**config.mk**
```make
export PLATFORM = sky130hd
export DESIGN_NAME = f32PackR11G11B10
export DESIGN_NICKNAME = d
export VERILOG_FILES = /design/src/rtl/f32PackPkg.sv /design/src/rtl/sfConvert.sv /design/src/rtl/packDatapath.sv /design/src/rtl/packControl.sv /design/src/rtl/f32PackR11G11B10.sv
export SDC_FILE = /design/constraint.sdc
export NUM_CORES = 1
export LEC_CHECK = 0
export BUFFER_PORTS_ARGS = -buffer_cell sky130_fd_sc_hd__buf_2
export CAP_MARGIN = 20
export CELL_PAD_IN_SITES_DETAIL_PLACEMENT = 0
export CELL_PAD_IN_SITES_GLOBAL_PLACEMENT = 1
export CORE_UTILIZATION = 43
export DETAILED_ROUTE_END_ITERATION = 16
export HOLD_SLACK_MARGIN = 0.1
export PLACE_DENSITY = 0.89
export SYNTH_ARGS = -nofsm -noshare
export SYNTH_HDL_FRONTEND = slang
export SYNTH_SLANG_ARGS = --single-unit
```
**constraint.sdc**
```tcl
create_clock -name clk -period 7.1 [get_ports clk]
set_input_delay 1.42 -clock clk [delete_from_list [all_inputs] [get_ports clk]]
set_output_delay 1.42 -clock clk [all_outputs]
set_load 0.02 [all_outputs]
```
**src/rtl/f32PackPkg.sv**
```systemverilog
package f32PackPkg;
  localparam int EXP_W    = 5;
  localparam int CH_COUNT = 3;
  localparam int WORD_W   = 32;
  // channel order red, green, blue; offsets fixed by the packed layout
  localparam int CH_MANT [CH_COUNT] = '{6, 6, 5};
  localparam int CH_LSB  [CH_COUNT] = '{0, 11, 22};

  typedef struct packed {
    logic load;
  } packStrobe_t;
endpackage

```
**src/rtl/sfConvert.sv**
```systemverilog
module sfConvert #(
  parameter int MANT_W = 6,
  parameter int EXP_W  = 5
) (
  input  logic [31:0]             fIn,
  output logic [MANT_W+EXP_W-1:0] code
);
  localparam int BIAS = (1 << (EXP_W - 1)) - 1;
  localparam int EXP_TOP = (1 << EXP_W) - 1;
  localparam logic [EXP_W-1:0] EXP_ONES = '1;
  localparam logic [EXP_W-1:0] EXP_SAT  = EXP_ONES - 1'b1;
  localparam logic [MANT_W-1:0] MANT_ONES = '1;
  localparam logic [MANT_W-1:0] QUIET = {1'b1, {(MANT_W-1){1'b0}}};

  logic        sgn;
  logic [7:0]  expIn;
  logic [22:0] frac;
  logic [23:0] sig;
  int          rebias;
  int          sh;

  assign sgn   = fIn[31];
  assign expIn = fIn[30:23];
  assign frac  = fIn[22:0];
  assign sig   = {1'b1, frac};

  always_comb begin
    code   = '0;
    rebias = int'(expIn) - 127 + BIAS;
    sh     = 0;
    if (expIn == 8'hFF) begin
      if (frac != '0)
        code = {EXP_ONES, QUIET};
      else if (!sgn)
        code = {EXP_ONES, {MANT_W{1'b0}}};
    end else if (sgn || expIn == 8'h00) begin
      code = '0;
    end else if (rebias >= EXP_TOP) begin
      code = {EXP_SAT, MANT_ONES};
    end else if (rebias >= 1) begin
      code = {rebias[EXP_W-1:0], frac[22 -: MANT_W]};
    end else begin
      sh = 1 - rebias + (23 - MANT_W);
      if (sh < 24)
        code = {{EXP_W{1'b0}}, MANT_W'(sig >> sh)};
    end
  end
endmodule

```
**src/rtl/packDatapath.sv**
```systemverilog
module packDatapath
  import f32PackPkg::*;
(
  input  logic              clk,
  input  packStrobe_t       strobe,
  input  logic [31:0]       redIn,
  input  logic [31:0]       greenIn,
  input  logic [31:0]       blueIn,
  output logic [WORD_W-1:0] outWord
);
  logic [31:0]       chIn [CH_COUNT];
  logic [WORD_W-1:0] wordNext;

  assign chIn[0] = redIn;
  assign chIn[1] = greenIn;
  assign chIn[2] = blueIn;

  for (genvar ch = 0; ch < CH_COUNT; ch++) begin : g_ch
    sfConvert #(
      .MANT_W(CH_MANT[ch]),
      .EXP_W (EXP_W)
    ) u_conv (
      .fIn (chIn[ch]),
      .code(wordNext[CH_LSB[ch] +: CH_MANT[ch] + EXP_W])
    );
  end

  always_ff @(posedge clk) begin
    if (strobe.load) outWord <= wordNext;
  end
endmodule

```
**src/rtl/packControl.sv**
```systemverilog
module packControl
  import f32PackPkg::*;
(
  input  logic        clk,
  input  logic        rstN,
  input  logic        inValid,
  input  logic        outReady,
  output logic        inReady,
  output logic        outValid,
  output packStrobe_t strobe
);
  assign inReady     = !outValid || outReady;
  assign strobe.load = inValid && inReady;

  always_ff @(posedge clk) begin
    if (!rstN)        outValid <= 1'b0;
    else if (inReady) outValid <= inValid;
  end
endmodule

```
**src/rtl/f32PackR11G11B10.sv**
```systemverilog
module f32PackR11G11B10
  import f32PackPkg::*;
(
  input  logic        clk,
  input  logic        rstN,
  input  logic        inValid,
  output logic        inReady,
  input  logic [31:0] redIn,
  input  logic [31:0] greenIn,
  input  logic [31:0] blueIn,
  output logic        outValid,
  input  logic        outReady,
  output logic [31:0] outWord
);
  packStrobe_t strobe;

  packControl u_ctrl (
    .clk     (clk),
    .rstN    (rstN),
    .inValid (inValid),
    .outReady(outReady),
    .inReady (inReady),
    .outValid(outValid),
    .strobe  (strobe)
  );

  packDatapath u_dp (
    .clk    (clk),
    .strobe (strobe),
    .redIn  (redIn),
    .greenIn(greenIn),
    .blueIn (blueIn),
    .outWord(outWord)
  );
endmodule

```
# Word-level counts from Yosys, hierarchy flattened
# Index checks and enable logic that the tools add are counted.
totals:
  reg_bits: 33
  inputBits: 100
  out_inout_bits: 34
  word_cells: 62
classes:
  n_addsub: 12
  magnitude_cmp: 9
  n_eq_ne: 3
  n_shift: 3
  mux: 21
  reduce_logical: 12
ops:
  columns: ["cell", "n"]
  rows:
  - ["$mux 11", 12]
  - ["$add 32x5->32 const B", 3]
  - ["$add 32x6->32 const B", 3]
  - ["$ge 32x2->1 const B", 3]
  - ["$ge 32x6->1 const B", 3]
  - ["$lt 32x6->1 const B", 3]
  - ["$sub 2x32->32 const A", 3]
  - ["$reduce_bool 23->1", 3]
  - ["$shr 24x32->6", 2]
  - ["$mux 10", 6]
  - ["$shr 24x32->5", 1]
  - ["$sub 8x7->9 const B", 3]
  - ["$eq 8x8->1 const B", 3]
  - ["$logic_not 8->1", 3]
  - ["$mux 6", 2]
  - ["$mux 5", 1]
  - ["$logic_or 1x1->1", 4]
  - ["$logic_and 1x1->1", 1]
  - ["$logic_not 1->1", 1]

# Longest topological paths before layout
# Gate-level depths: netlist of run 1.
depth:
  word_depth: 10
  depth_mapped: 23

# By module
# From an unflattened synthesis of run 1, not the netlist that was laid out.
unflattened:
  hier_cells: 806
  area_unflattened_um2: 6871.6
by_module_without_submodules:
  columns: ["module", "instances", "cells_per_inst", "area_each_um2"]
  rows:
  - ["sfConvert (u_dp.g_ch[0].u_conv)", 1, 259, 2057.0]
  - ["sfConvert (u_dp.g_ch[1].u_conv)", 1, 275, 2019.4]
  - ["sfConvert (u_dp.g_ch[2].u_conv)", 1, 235, 1776.7]
  - ["packDatapath", 1, 32, 960.9]
  - ["packControl", 1, 5, 57.6]

# Worst setup path before layout of run 1
# Ideal clock, no wire load.
synth_timing:
  path_kind: "input port to flip-flop"
  startpoint: "input blueIn[23]"
  endpoint: "register u_dp.outWord[26] (data pin)"
  setup_ns: 0.148
  t_arrival_ns: 6.189
  path_slack_ns: 0.763
  cell_stages: 20
  n_path_buf: 4
  cell_sequence: "buf_1 clkbuf_1 buf_1 inv_1 ha_1 buf_2 nand2b_1 o21ai_0 a211oi_1 nand3b_1 ha_1 or3_1 or4_1 nor2_1 nand3_1 xor2_1 or4_1 a211oi_1 nand4b_1 o21ai_1"
synth_via:
  elab_chain_cells: 10
  elab_cells_between_ends: 16
synth_lines:
  columns: ["item", "line_no", "text"]
  rows:
  - ["start, declared", "f32PackR11G11B10.sv:10", "input logic [31:0] blueIn,"]
  - ["$sub 8x7->9", "sfConvert.sv:29", "rebias = int'(expIn) - 127 + BIAS;"]
  - ["$add 32x5->32", "sfConvert.sv:29", null]
  - ["$sub 2x32->32", "sfConvert.sv:43", "sh = 1 - rebias + (23 - MANT_W);"]
  - ["$add 32x6->32", "sfConvert.sv:43", null]
  - ["$lt 32x6->1 or $shr 24x32->5 (tied branches)", "sfConvert.sv:44, sfConvert.sv:45", null]
  - ["$mux 5", "sfConvert.sv:44", "if (sh < 24)"]
  - ["$mux 10", "sfConvert.sv:40", "end else if (rebias >= 1) begin"]
  - ["$mux 10", "sfConvert.sv:38", "end else if (rebias >= EXP_TOP) begin"]
  - ["$mux 10", "sfConvert.sv:36", "end else if (sgn || expIn == 8'h00) begin"]
  - ["$mux 10 (*)", "sfConvert.sv:31", "if (expIn == 8'hFF) begin"]
  - ["via u_dp.g_ch[2].u_conv.code[4]", "sfConvert.sv:6", "output logic [MANT_W+EXP_W-1:0] code"]
  - ["end signal, assigned", "packDatapath.sv:29", "if (strobe.load) outWord <= wordNext;"]
  - ["end, declared", "packDatapath.sv:9", "output logic [WORD_W-1:0] outWord"]
# Mark *: on every way through the listed nets, which the timed path passes. The rest lies on a longest branch.
# A chain may end at the register's enable or synchronous reset.

# Final worst setup path of run 1
layout_timing:
  startpoint: "input greenIn[24]"
  endpoint: "register u_dp.outWord[14] (data pin)"
layout_via:
  elab_chain_cells: 10
  elab_cells_between_ends: 16
layout_lines:
  columns: ["item", "line_no", "text"]
  rows:
  - ["start, declared", "f32PackR11G11B10.sv:9", "input logic [31:0] greenIn,"]
  - ["$sub 8x7->9", "sfConvert.sv:29", null]
  - ["$add 32x5->32", "sfConvert.sv:29", null]
  - ["$sub 2x32->32", "sfConvert.sv:43", null]
  - ["$add 32x6->32", "sfConvert.sv:43", null]
  - ["$lt 32x6->1 or $shr 24x32->6 (tied branches)", "sfConvert.sv:44, sfConvert.sv:45", null]
  - ["$mux 6", "sfConvert.sv:44", null]
  - ["$mux 11", "sfConvert.sv:40", null]
  - ["$mux 11", "sfConvert.sv:38", null]
  - ["$mux 11", "sfConvert.sv:36", null]
  - ["$mux 11 (*)", "sfConvert.sv:31", null]
# Every way passes the cells marked *; elsewhere a longest branch is shown, timed or not.

==> metrics, run 1 <==
Post-Route Skew approximately 8 ps; Avg Inst Size Synth slightly below 8 µm²; CP required between 7000 and 8000 ps; vias in the first global route ~7400; Comb pwr share 0.548; Yosys reg bits 33; Die W between 100 and 150 µm; antenna cell count 0; fin crit share 0.864; GPL Wtd Cong 0.925; first-pass GRT wire length 36300 µm; Slew @ Worst Pin around 930 ps; EDFF count, synth 32; fill count roughly 1700; top_reg_cell synth edfxtp_1; WS Path Type in -> reg; min Tclk post-route ~6100 ps; RSZ-0062 raised after global routing false; HPWL after DPL roughly 17000 µm; CTS resizes 0; Distinct cells, synth 84; Final Hold Viols 0; CTS tree built; critical-path cell list buf_2, ha_1, or4b_4, a21oi_4, o2111ai_1, ha_1, nand3_1, or2_2, nor3_1, nand2b_1, or4b_2, o31ai_2, o211ai_1, nor4_2, nand4_2, o22ai_1; clk slew on worst S/H paths about 60 ps; commonest non-fill, non-tap cell in the layout buf_2; P_sw 432 µW; Critical Path End Type flop; CTS sink cnt 33; clock power share 0.229; DIE AREA around 0.018 mm²; layout cells sized above 1 0.225; finished layout cell area 0.00863 mm²; most frequent CP cell ha_1; syn nets 1107; async set-reset flop share out of synthesis 0; status completed; register area share after synthesis 0.128; Pint 638 µW; Worst Path Max Fanout 14; worst endpoint data arrival time between 6000 and 7000 ps; Initial Util 0.442; leakage ~3.2 nW; maximum clock path buffer count 2; synthesized instance count 969; sequential share of power 0.222; GRT Total Usage 0.241; Mapped Area about 0.0077 mm²; crit start category input port; Fmax achieved ~0.16 GHz; WL per Instance around 17 µm; Die Y-Extent around 140 µm; Num CTS Buffers 5; post-cts hold buffer count 0; area delta synth->final 12.5%; Hold Path Class reg -> reg; critical path's slowest cell or4b_2; largest delay contributor family on the critical path simple AND/OR/NAND/NOR gates; setup TNS 0 ps; CTS root buf clkbuf_16; # rows 48; clk_lat worst skew about 280 ps; Slew HR 0.376; placed cell areas approximately 0.0084 mm²; initial antenna violation count 2; total number of vias slightly above 8000; drt total wl ~22000 µm; H-Tree Depth 2; I/O Buffers 133; Pwr Density around 120 mW/mm²; post-route ant nets 0; gr ovfl total 0; drt pass-1 iters 5; max-slew violation count 0; CORE AREA between 0.015 and 0.02 mm²; Via-to-Cell Ratio between 6 and 7; Max VDD drop 85.4 µV; Setup Buffers After CTS 0; initial DRC count roughly 660; largest net degree at the start of global routing 42; most frequent cells in the layout buf_2 (133), nand2_1 (75), nor2_1 (73), a21oi_1 (72), o21ai_0 (49); switching part of the total 0.404; DRC Markers 0; CP bufs+invs 1; slowest stage delay, CP slightly above 700 ps; synth warn 0; Final setup viols 0; Layout Nets ~1200; IO Pins between 100 and 150; max-cap viol count 0
worst register-to-register path: cells and delay by family (launching register included):
family           cells  cell delay [ps]
DFF                  1              300
and+or+nand+nor      2              780
cells in the mapped netlist (5+ instances only):
cell | count | area [µm²]
nand4b_1 | 8 | 70.1
nor2_1 | 73 | 274
or3_1 | 9 | 56.3
o21ai_0 | 49 | 245
and3_1 | 10 | 62.6
o31a_1 | 5 | 43.8
mux4_2 | 40 | 901
or4_1 | 9 | 67.6
xnor2_1 | 23 | 201
and2_1 | 9 | 56.3
a21oi_1 | 72 | 360
or2_2 | 12 | 75.1
a21boi_0 | 11 | 82.6
xor2_1 | 23 | 201
nor3_1 | 40 | 200
o31ai_1 | 10 | 75.1
buf_1 | 13 | 48.8
a31oi_1 | 21 | 131
inv_1 | 19 | 71.3
nor2b_1 | 13 | 81.3
nand2_1 | 75 | 282
o22ai_1 | 18 | 113
nand2b_1 | 9 | 56.3
o21a_1 | 6 | 45.0
nand4_1 | 17 | 106
nor4_1 | 30 | 188
nand3b_1 | 21 | 158
mux2_2 | 13 | 146
ha_1 | 38 | 475
buf_2 | 8 | 40.0
a21o_1 | 6 | 45.0
nand3_1 | 29 | 145
a211oi_1 | 27 | 203
edfxtp_1 | 32 | 961
mux2i_1 | 39 | 390
clkbuf_1 | 39 | 146
layer usage:
layer,track usage,vias up,wire [µm]
met3,0.0288,48,1280
met2,0.393,291,10600
met5,0,-,27
met1,0.333,3902,10000
li1,-,4012,-
met4,0.0637,4,506
power groups by stage:
| stage | Sequential, mW | Combinational, mW | Clock (mW) |
|---|---|---|---|
| 2_1_floorplan | 0.257 | 0.405 | 0 |
| 3_3_place_gp | 0.242 | 0.572 | 0 |
| 3_5_place_dp | 0.242 | 0.577 | 0 |
| 4_1_cts | 0.238 | 0.579 | 0.249 |
| 5_1_grt | 0.239 | 0.643 | 0.261 |
| 6_report | 0.238 | 0.586 | 0.245 |
state kept, by name, indices dropped and copies added (netlist names):
signal           cells
u_ctrl.outValid      1
u_dp.outWord        32
area by class of cell:
cell class | instances | area [µm²] | share of cell area
sequential | 33 | 981 | 0.114
tap | 225 | 282 | 0.0326
multi-input combinational | 851 | 6350 | 0.736
clock buffer | 6 | 129 | 0.0149
inverter | 22 | 82.6 | 0.00957
timing repair buffer | 146 | 771 | 0.0893
clock inverter | 2 | 33.8 | 0.00391
worst paths after layout:
| kind | start | to | slack [ps] | cells past startpoint |
|---|---|---|---|---|
| min reg2reg | u_ctrl.outValid | u_ctrl.outValid | 540 | 2 |
| max | greenIn[24] | u_dp.outWord[14] | 960 | 16 |
| max reg2reg | u_ctrl.outValid | u_dp.outWord[19] | 5630 | 2 |
| min | u_ctrl.outValid | u_ctrl.outValid | 540 | 2 |
stage by stage:
stage	util	power (mW)	setup WS, ps	std cells	hold WS [ps]
2_1_floorplan	-	0.662	763	969	750
3_5_place_dp	0.487	0.819	786	1275	522
5_1_grt	0.497	1.14	489	1285	570
3_3_place_gp	0.487	0.814	923	1275	508
6_report	0.497	1.07	963	1285	535
4_1_cts	0.496	1.07	1040	1283	530
cells by family after synthesis:
logic type,count (synthesis),synth area share
fa+ha+maj,38,0.0620
xor+xnor,46,0.0525
buf+inv,85,0.0453
simple gates,391,0.281
mux,92,0.187
compound gates,284,0.244
flops,33,0.128
Power figures use the tool's default switching activity.
==> inputs of run 2 (changes only) <==
--- a/config.mk
+++ b/config.mk
@@ -6,7 +6,7 @@
 export NUM_CORES = 1
 export LEC_CHECK = 0
 export BUFFER_PORTS_ARGS = -buffer_cell sky130_fd_sc_hd__buf_2
-export CAP_MARGIN = 20
+export CAP_MARGIN = 40
 export CELL_PAD_IN_SITES_DETAIL_PLACEMENT = 0
 export CELL_PAD_IN_SITES_GLOBAL_PLACEMENT = 1
 export CORE_UTILIZATION = 43
@@ -15,4 +15,5 @@
 export PLACE_DENSITY = 0.89
 export SYNTH_ARGS = -nofsm -noshare
 export SYNTH_HDL_FRONTEND = slang
+export SYNTH_HIERARCHICAL = 1
 export SYNTH_SLANG_ARGS = --single-unit
==> metrics, run 2 <==
Num CTS Buffers 5; Placed Cells about 1100; CTS sink cnt 33; Reg area around 980 µm²; HPWL after DPL 15000 µm; Final setup viols 0; CP required ~7100 ps; largest delay contributor family on the critical path XOR/XNOR gates; largest net degree at the start of global routing 47; worst setup path startpoint blueIn[23]; status completed; Final Hold Viols 0; Via-to-Cell Ratio around 6.3; GRT Total Usage 0.232; most frequent cell after synthesis nand2_1; EDFF count, synth 32; Worst Path Max Fanout 39; initial antenna violation count 0; slowest stage delay, CP about 730 ps; Yosys top cell area share 0.151; Mapped Area 0.00687 mm²; synth warn 6; first-pass GRT wire length ~31000 µm; Yosys reg bits 33; fin crit share 0.726; WL per Instance roughly 18 µm; sequential share of power 0.240; WHS 555 ps; CTS root buf clkbuf_16; setup TNS 0 ps; max reg flops 32; reg2reg path depth 2; largest registers u_dp/outWord (32), u_ctrl/outValid (1); CORE AREA between 0.015 and 0.02 mm²; area delta synth->final 11.5%; placed cell areas 0.00752 mm²; Initial Util 0.447; initial DRC count 435; Critical Path End Type flop; critical-path cell list buf_2, buf_4, ha_1, nor2b_1, xnor2_1, nor2_1, o21ai_0, xnor2_1, inv_1, ha_1, xnor2_1, mux4_2, o2111ai_1, a21oi_1; most frequent CP cell xnor2_1; crit start category input port; clk_lat worst skew ~270 ps; GPL Wtd Cong 0.923; WS Path Type in -> reg; CP bufs+invs 3; cell taking the most area after synthesis mux4_2; clk slew on worst S/H paths approximately 50 ps; CTS tree built; Pint 602 µW; R2R Path End u_dp/outWord[31]; max-slew violation count 0; Distinct cells, synth 110; Hold Path Class reg -> reg; drt total wl 19400 µm; pre-CTS WS ~1700 ps; largest cells by area after synthesis mux4_2 (15%), edfxtp_1 (14%), mux2i_1 (5.7%); most frequent cells in the layout buf_2 (133), nand2_1 (68), nor2_1 (62), a21oi_1 (49), mux4_2 (46); antenna cell count 0; Die Y-Extent ~130 µm; Worst Setup EP u_dp/outWord[24]; finished layout cell area between 0.007 and 0.008 mm²; RSZ-0062 raised after global routing false; Slew HR 0.412; layout cells sized above 1 0.291; drt pass-1 iters 5; critical path's slowest cell xnor2_1; # rows 45; clock power share 0.199; final worst slack roughly 2000 ps; CTS resizes 0; top post-synthesis cells by count nand2_1 (68), nor2_1 (62), a21oi_1 (49), mux4_2 (46); Fmax achieved 0.194 GHz; Crit path depth 14; Comb pwr share 0.561; Slew @ Worst Pin a little under 900 ps; H-Tree Depth 2; Layout Nets roughly 1000; fill count around 1500; Max VDD drop ~80 µV; gr ovfl total 0; commonest non-fill, non-tap cell in the layout buf_2; total number of vias 6926; DRC Markers 0; register area share after synthesis 0.143; maximum clock path buffer count 2; switching part of the total 0.401; Final Non-Filler Cells 1104; P_sw between 400 and 500 µW; max-cap viol count 0; R2R Setup Slk 5860 ps; final core area utilization 0.499; Multi-input gate area approximately 0.0055 mm²; R2R Path Start u_ctrl/outValid; top_reg_cell synth edfxtp_1; total chip power 1.01 mW; min Tclk post-route roughly 5000 ps; Avg Inst Size Synth about 8.5 µm²; DIE AREA 0.0165 mm²; synthesized instance count approximately 800; Setup Buffers After CTS 0; Reg with most FFs u_dp/outWord; post-cts hold buffer count 0; async set-reset flop share out of synthesis 0; vias in the first global route ~6300; syn nets between 900 and 1000; leakage roughly 2.9 nW; I/O Buffers between 100 and 150; Pwr Density ~130 mW/mm²; Die W around 130 µm; post-route ant nets 0; worst endpoint data arrival time between 5000 and 6000 ps; IO Pins approximately 130; Post-Route Skew approximately 2.1 ps
==> run 2: cell types whose count changed in the layout (fill, tap and decap cells not counted), sizes merged, moves of 14 or more <==
cell and delta:
nand3 -14, ha -27, a21oi -22, a211oi -16
==> run 2: cells by family after synthesis <==
logic type,after synthesis,share of synthesized area
flops,33,0.143
fa+ha+maj,11,0.0200
buf+inv,86,0.0626
xor+xnor,42,0.0579
compound gates,248,0.257
mux,97,0.227
simple gates,289,0.232
==> run 2: power by group through the flow <==
stage          clock (mW)  combinational [mW]  sequential, mW
6_report            0.200               0.564           0.242
5_1_grt             0.215               0.615           0.243
4_1_cts             0.207               0.560           0.242
3_5_place_dp            0               0.557           0.246
3_3_place_gp            0               0.552           0.246
2_1_floorplan           0               0.400           0.265
==> run 2: worst min-delay path by stage <==
stage | start | end | slack, ps | cells after the start
after CTS | u_ctrl/outValid | u_ctrl/outValid | 560 | 2
after floorplan | u_ctrl/outValid | u_ctrl/outValid | 630 | 2
after global routing | u_ctrl/outValid | u_ctrl/outValid | 580 | 2
after detailed placement | u_ctrl/outValid | u_ctrl/outValid | 550 | 2
final | u_ctrl/outValid | u_ctrl/outValid | 550 | 2
after global placement | u_ctrl/outValid | u_ctrl/outValid | 550 | 2
==> run 2: area by class of cell <==
cell class / instances / area share
well taps: 211 / 0.0344
multi-input cells: 687 / 0.712
repair buffers: 142 / 0.0957
clock inverters: 2 / 0.00131
flip-flops and latches: 33 / 0.128
clock buffers: 6 / 0.0168
inverters: 23 / 0.0113
==> run 2: worst register-to-register path, delay by kind of cell (launching register included) <==
family	cells	cell delay (ps)
AND/OR/NAND/NOR	2	540
flip-flops	1	350
==> run 2: metal layers <==
layer / GRT usage / share of wire / up-vias
li1: - / - / 3341
met1: 0.319 / 0.45 / 3296
met4: 0.0747 / 0.028 / 0
met5: 0 / 0 / -
met2: 0.385 / 0.47 / 259
met3: 0.0233 / 0.050 / 30
==> inputs of run 3 (changes only) <==
--- a/config.mk
+++ b/config.mk
@@ -9,10 +9,10 @@
 export CAP_MARGIN = 40
 export CELL_PAD_IN_SITES_DETAIL_PLACEMENT = 0
 export CELL_PAD_IN_SITES_GLOBAL_PLACEMENT = 1
-export CORE_UTILIZATION = 43
+export CORE_UTILIZATION = 39
 export DETAILED_ROUTE_END_ITERATION = 16
 export HOLD_SLACK_MARGIN = 0.1
-export PLACE_DENSITY = 0.89
+export PLACE_DENSITY = 0.85
 export SYNTH_ARGS = -nofsm -noshare
 export SYNTH_HDL_FRONTEND = slang
 export SYNTH_HIERARCHICAL = 1
==> constraint.sdc (replaced) <==
create_clock -name clk -period 4.6 [get_ports clk]
set_input_delay 0.92 -clock clk [delete_from_list [all_inputs] [get_ports clk]]
set_output_delay 0.92 -clock clk [all_outputs]
set_load 0.02 [all_outputs]
==> metrics, run 3 (synthesized netlist as in run 2, its figures left out) <==
RSZ-0062 raised after global routing false; post-cts hold buffer count 0; WHS Endpoint u_ctrl/outValid; CORE AREA roughly 0.017 mm²; largest registers u_dp/outWord (32), u_ctrl/outValid (1); max reg flops 32; clk slew on worst S/H paths 60 ps; Multi-input gate area roughly 0.0055 mm²; GPL Wtd Cong between 0.9 and 1; Via-to-Cell Ratio about 6.2; Reg area approximately 980 µm²; most frequent cells in the layout buf_2 (133), nand2_1 (68), nor2_1 (62), a21oi_1 (49), mux4_2 (46); CTS resizes 0; Final Non-Filler Cells around 1100; antenna cell count 0; H-Tree Depth 2; Layout Nets just over 1000; CTS sink cnt 33; setup TNS 0 ps; met3 usage 0.0233; Hold Path Cell Cnt 2; min Tclk post-route 3900 ps; fill count 1702; commonest non-fill, non-tap cell in the layout buf_2; finished layout cell area slightly below 0.008 mm²; vias in the first global route 6369; WS Path Type in -> reg; R2R Path End u_dp/outWord[0]; placed cell areas about 0.0076 mm²; M2 GR Usage 0.361; Max VDD drop between 100 and 150 µV; layout cells sized above 1 0.300; Die Y-Extent between 100 and 150 µm; drt total wl between 15000 and 20000 µm; final core area utilization 0.453; largest net degree at the start of global routing between 40 and 50; IO Pins between 100 and 150; switching part of the total 0.377; Critical Path End Type flop; Final setup viols 0; Pint around 1.0 mW; CTS root buf clkbuf_16; CTS tree built; WHS between 500 and 600 ps; P_sw between 600 and 700 µW; DIE AREA between 0.015 and 0.02 mm²; WL per Instance ~18 µm; Num CTS Buffers 5; I/O Buffers about 130; R2R Path Start u_ctrl/outValid; global-route met1 utilization 0.294; Pwr Density between 200 and 250 mW/mm²; Slew HR 0.503; drt pass-1 iters 5; gr ovfl total 0; Post-Route Skew 3.25 ps; R2R Setup Slk about 3300 ps; initial DRC count between 400 and 500; max-slew violation count 0; post-route ant nets 0; total number of vias about 7000; initial antenna violation count 0; sequential share of power 0.221; max-cap viol count 0; fin crit share 0.848; pre-CTS WS roughly 430 ps; HPWL after DPL roughly 15000 µm; Initial Util 0.399; first-pass GRT wire length ~32000 µm; crit start category input port; CP required approximately 4600 ps; area delta synth->final 13.6%; HP Start u_ctrl/outValid; Die W ~130 µm; Hold Path Class reg -> reg; clock power share 0.255; # rows 48; GRT Total Usage 0.215; maximum clock path buffer count 2; reg2reg path depth 2; Worst Path Max Fanout 13; Slew @ Worst Pin roughly 740 ps; clk_lat worst skew around 270 ps; global route hottest layer met2; Final Hold Viols 0; total chip power about 1.7 mW; Setup Buffers After CTS 0; Reg with most FFs u_dp/outWord; final worst slack between 600 and 700 ps; DRC Markers 0; Comb pwr share 0.524; Placed Cells around 1100; status completed; worst endpoint data arrival time approximately 4000 ps; leakage about 3.0 nW; Fmax achieved roughly 0.26 GHz
[run 3: how the worst max path moves through the flow]
stage / start / to / slack, ps / cells past startpoint
6_report: blueIn[24] / u_dp/outWord[26] / 700 / 16
3_5_place_dp: blueIn[24] / u_dp/outWord[26] / 430 / 16
4_1_cts: greenIn[24] / u_dp/outWord[16] / 710 / 11
3_3_place_gp: blueIn[24] / u_dp/outWord[26] / 470 / 11
2_1_floorplan: blueIn[23] / u_dp/outWord[26] / 40 / 19
5_1_grt: blueIn[24] / u_dp/outWord[26] / 360 / 16
[run 3: layer usage]
metal / routed length [µm] / part of all wire
met1: 8630 / 0.43
met2: 9700 / 0.49
met3: 1100 / 0.055
met4: 440 / 0.022
met5: 0 / 0
[run 3: power groups by stage]
stage               Combinational [mW]  Sequential, mW  Clock [mW]
finish                           0.882           0.373       0.430
global route                     0.962           0.374       0.453
CTS                              0.877           0.373       0.442
detailed placement               0.873           0.379           0
global placement                 0.866           0.379           0
floorplan                        0.619           0.409           0
[run 3: cell type report]
| type | count | share of cell area |
|---|---|---|
| multi-input cells | 687 | 0.699 |
| flip-flops and latches | 33 | 0.126 |
| repair buffers | 152 | 0.104 |
| well taps | 225 | 0.0361 |
| clock buffers | 5 | 0.0160 |
| inverters | 23 | 0.0111 |
| clock inverters | 3 | 0.00833 |
[run 3: worst max-delay path, cell delays in order]
cell and delay (ps):
buf_2 170, ha_1 450, nor2b_1 220, xnor2_1 130, nor2_1 50, o21ai_0 210, xnor2_1 200, inv_1 80
ha_1 260, nor3_1 270, nor4_1 80, a211oi_1 210, a21oi_1 90, a32o_1 330, a31oi_1 150, o22ai_1 80
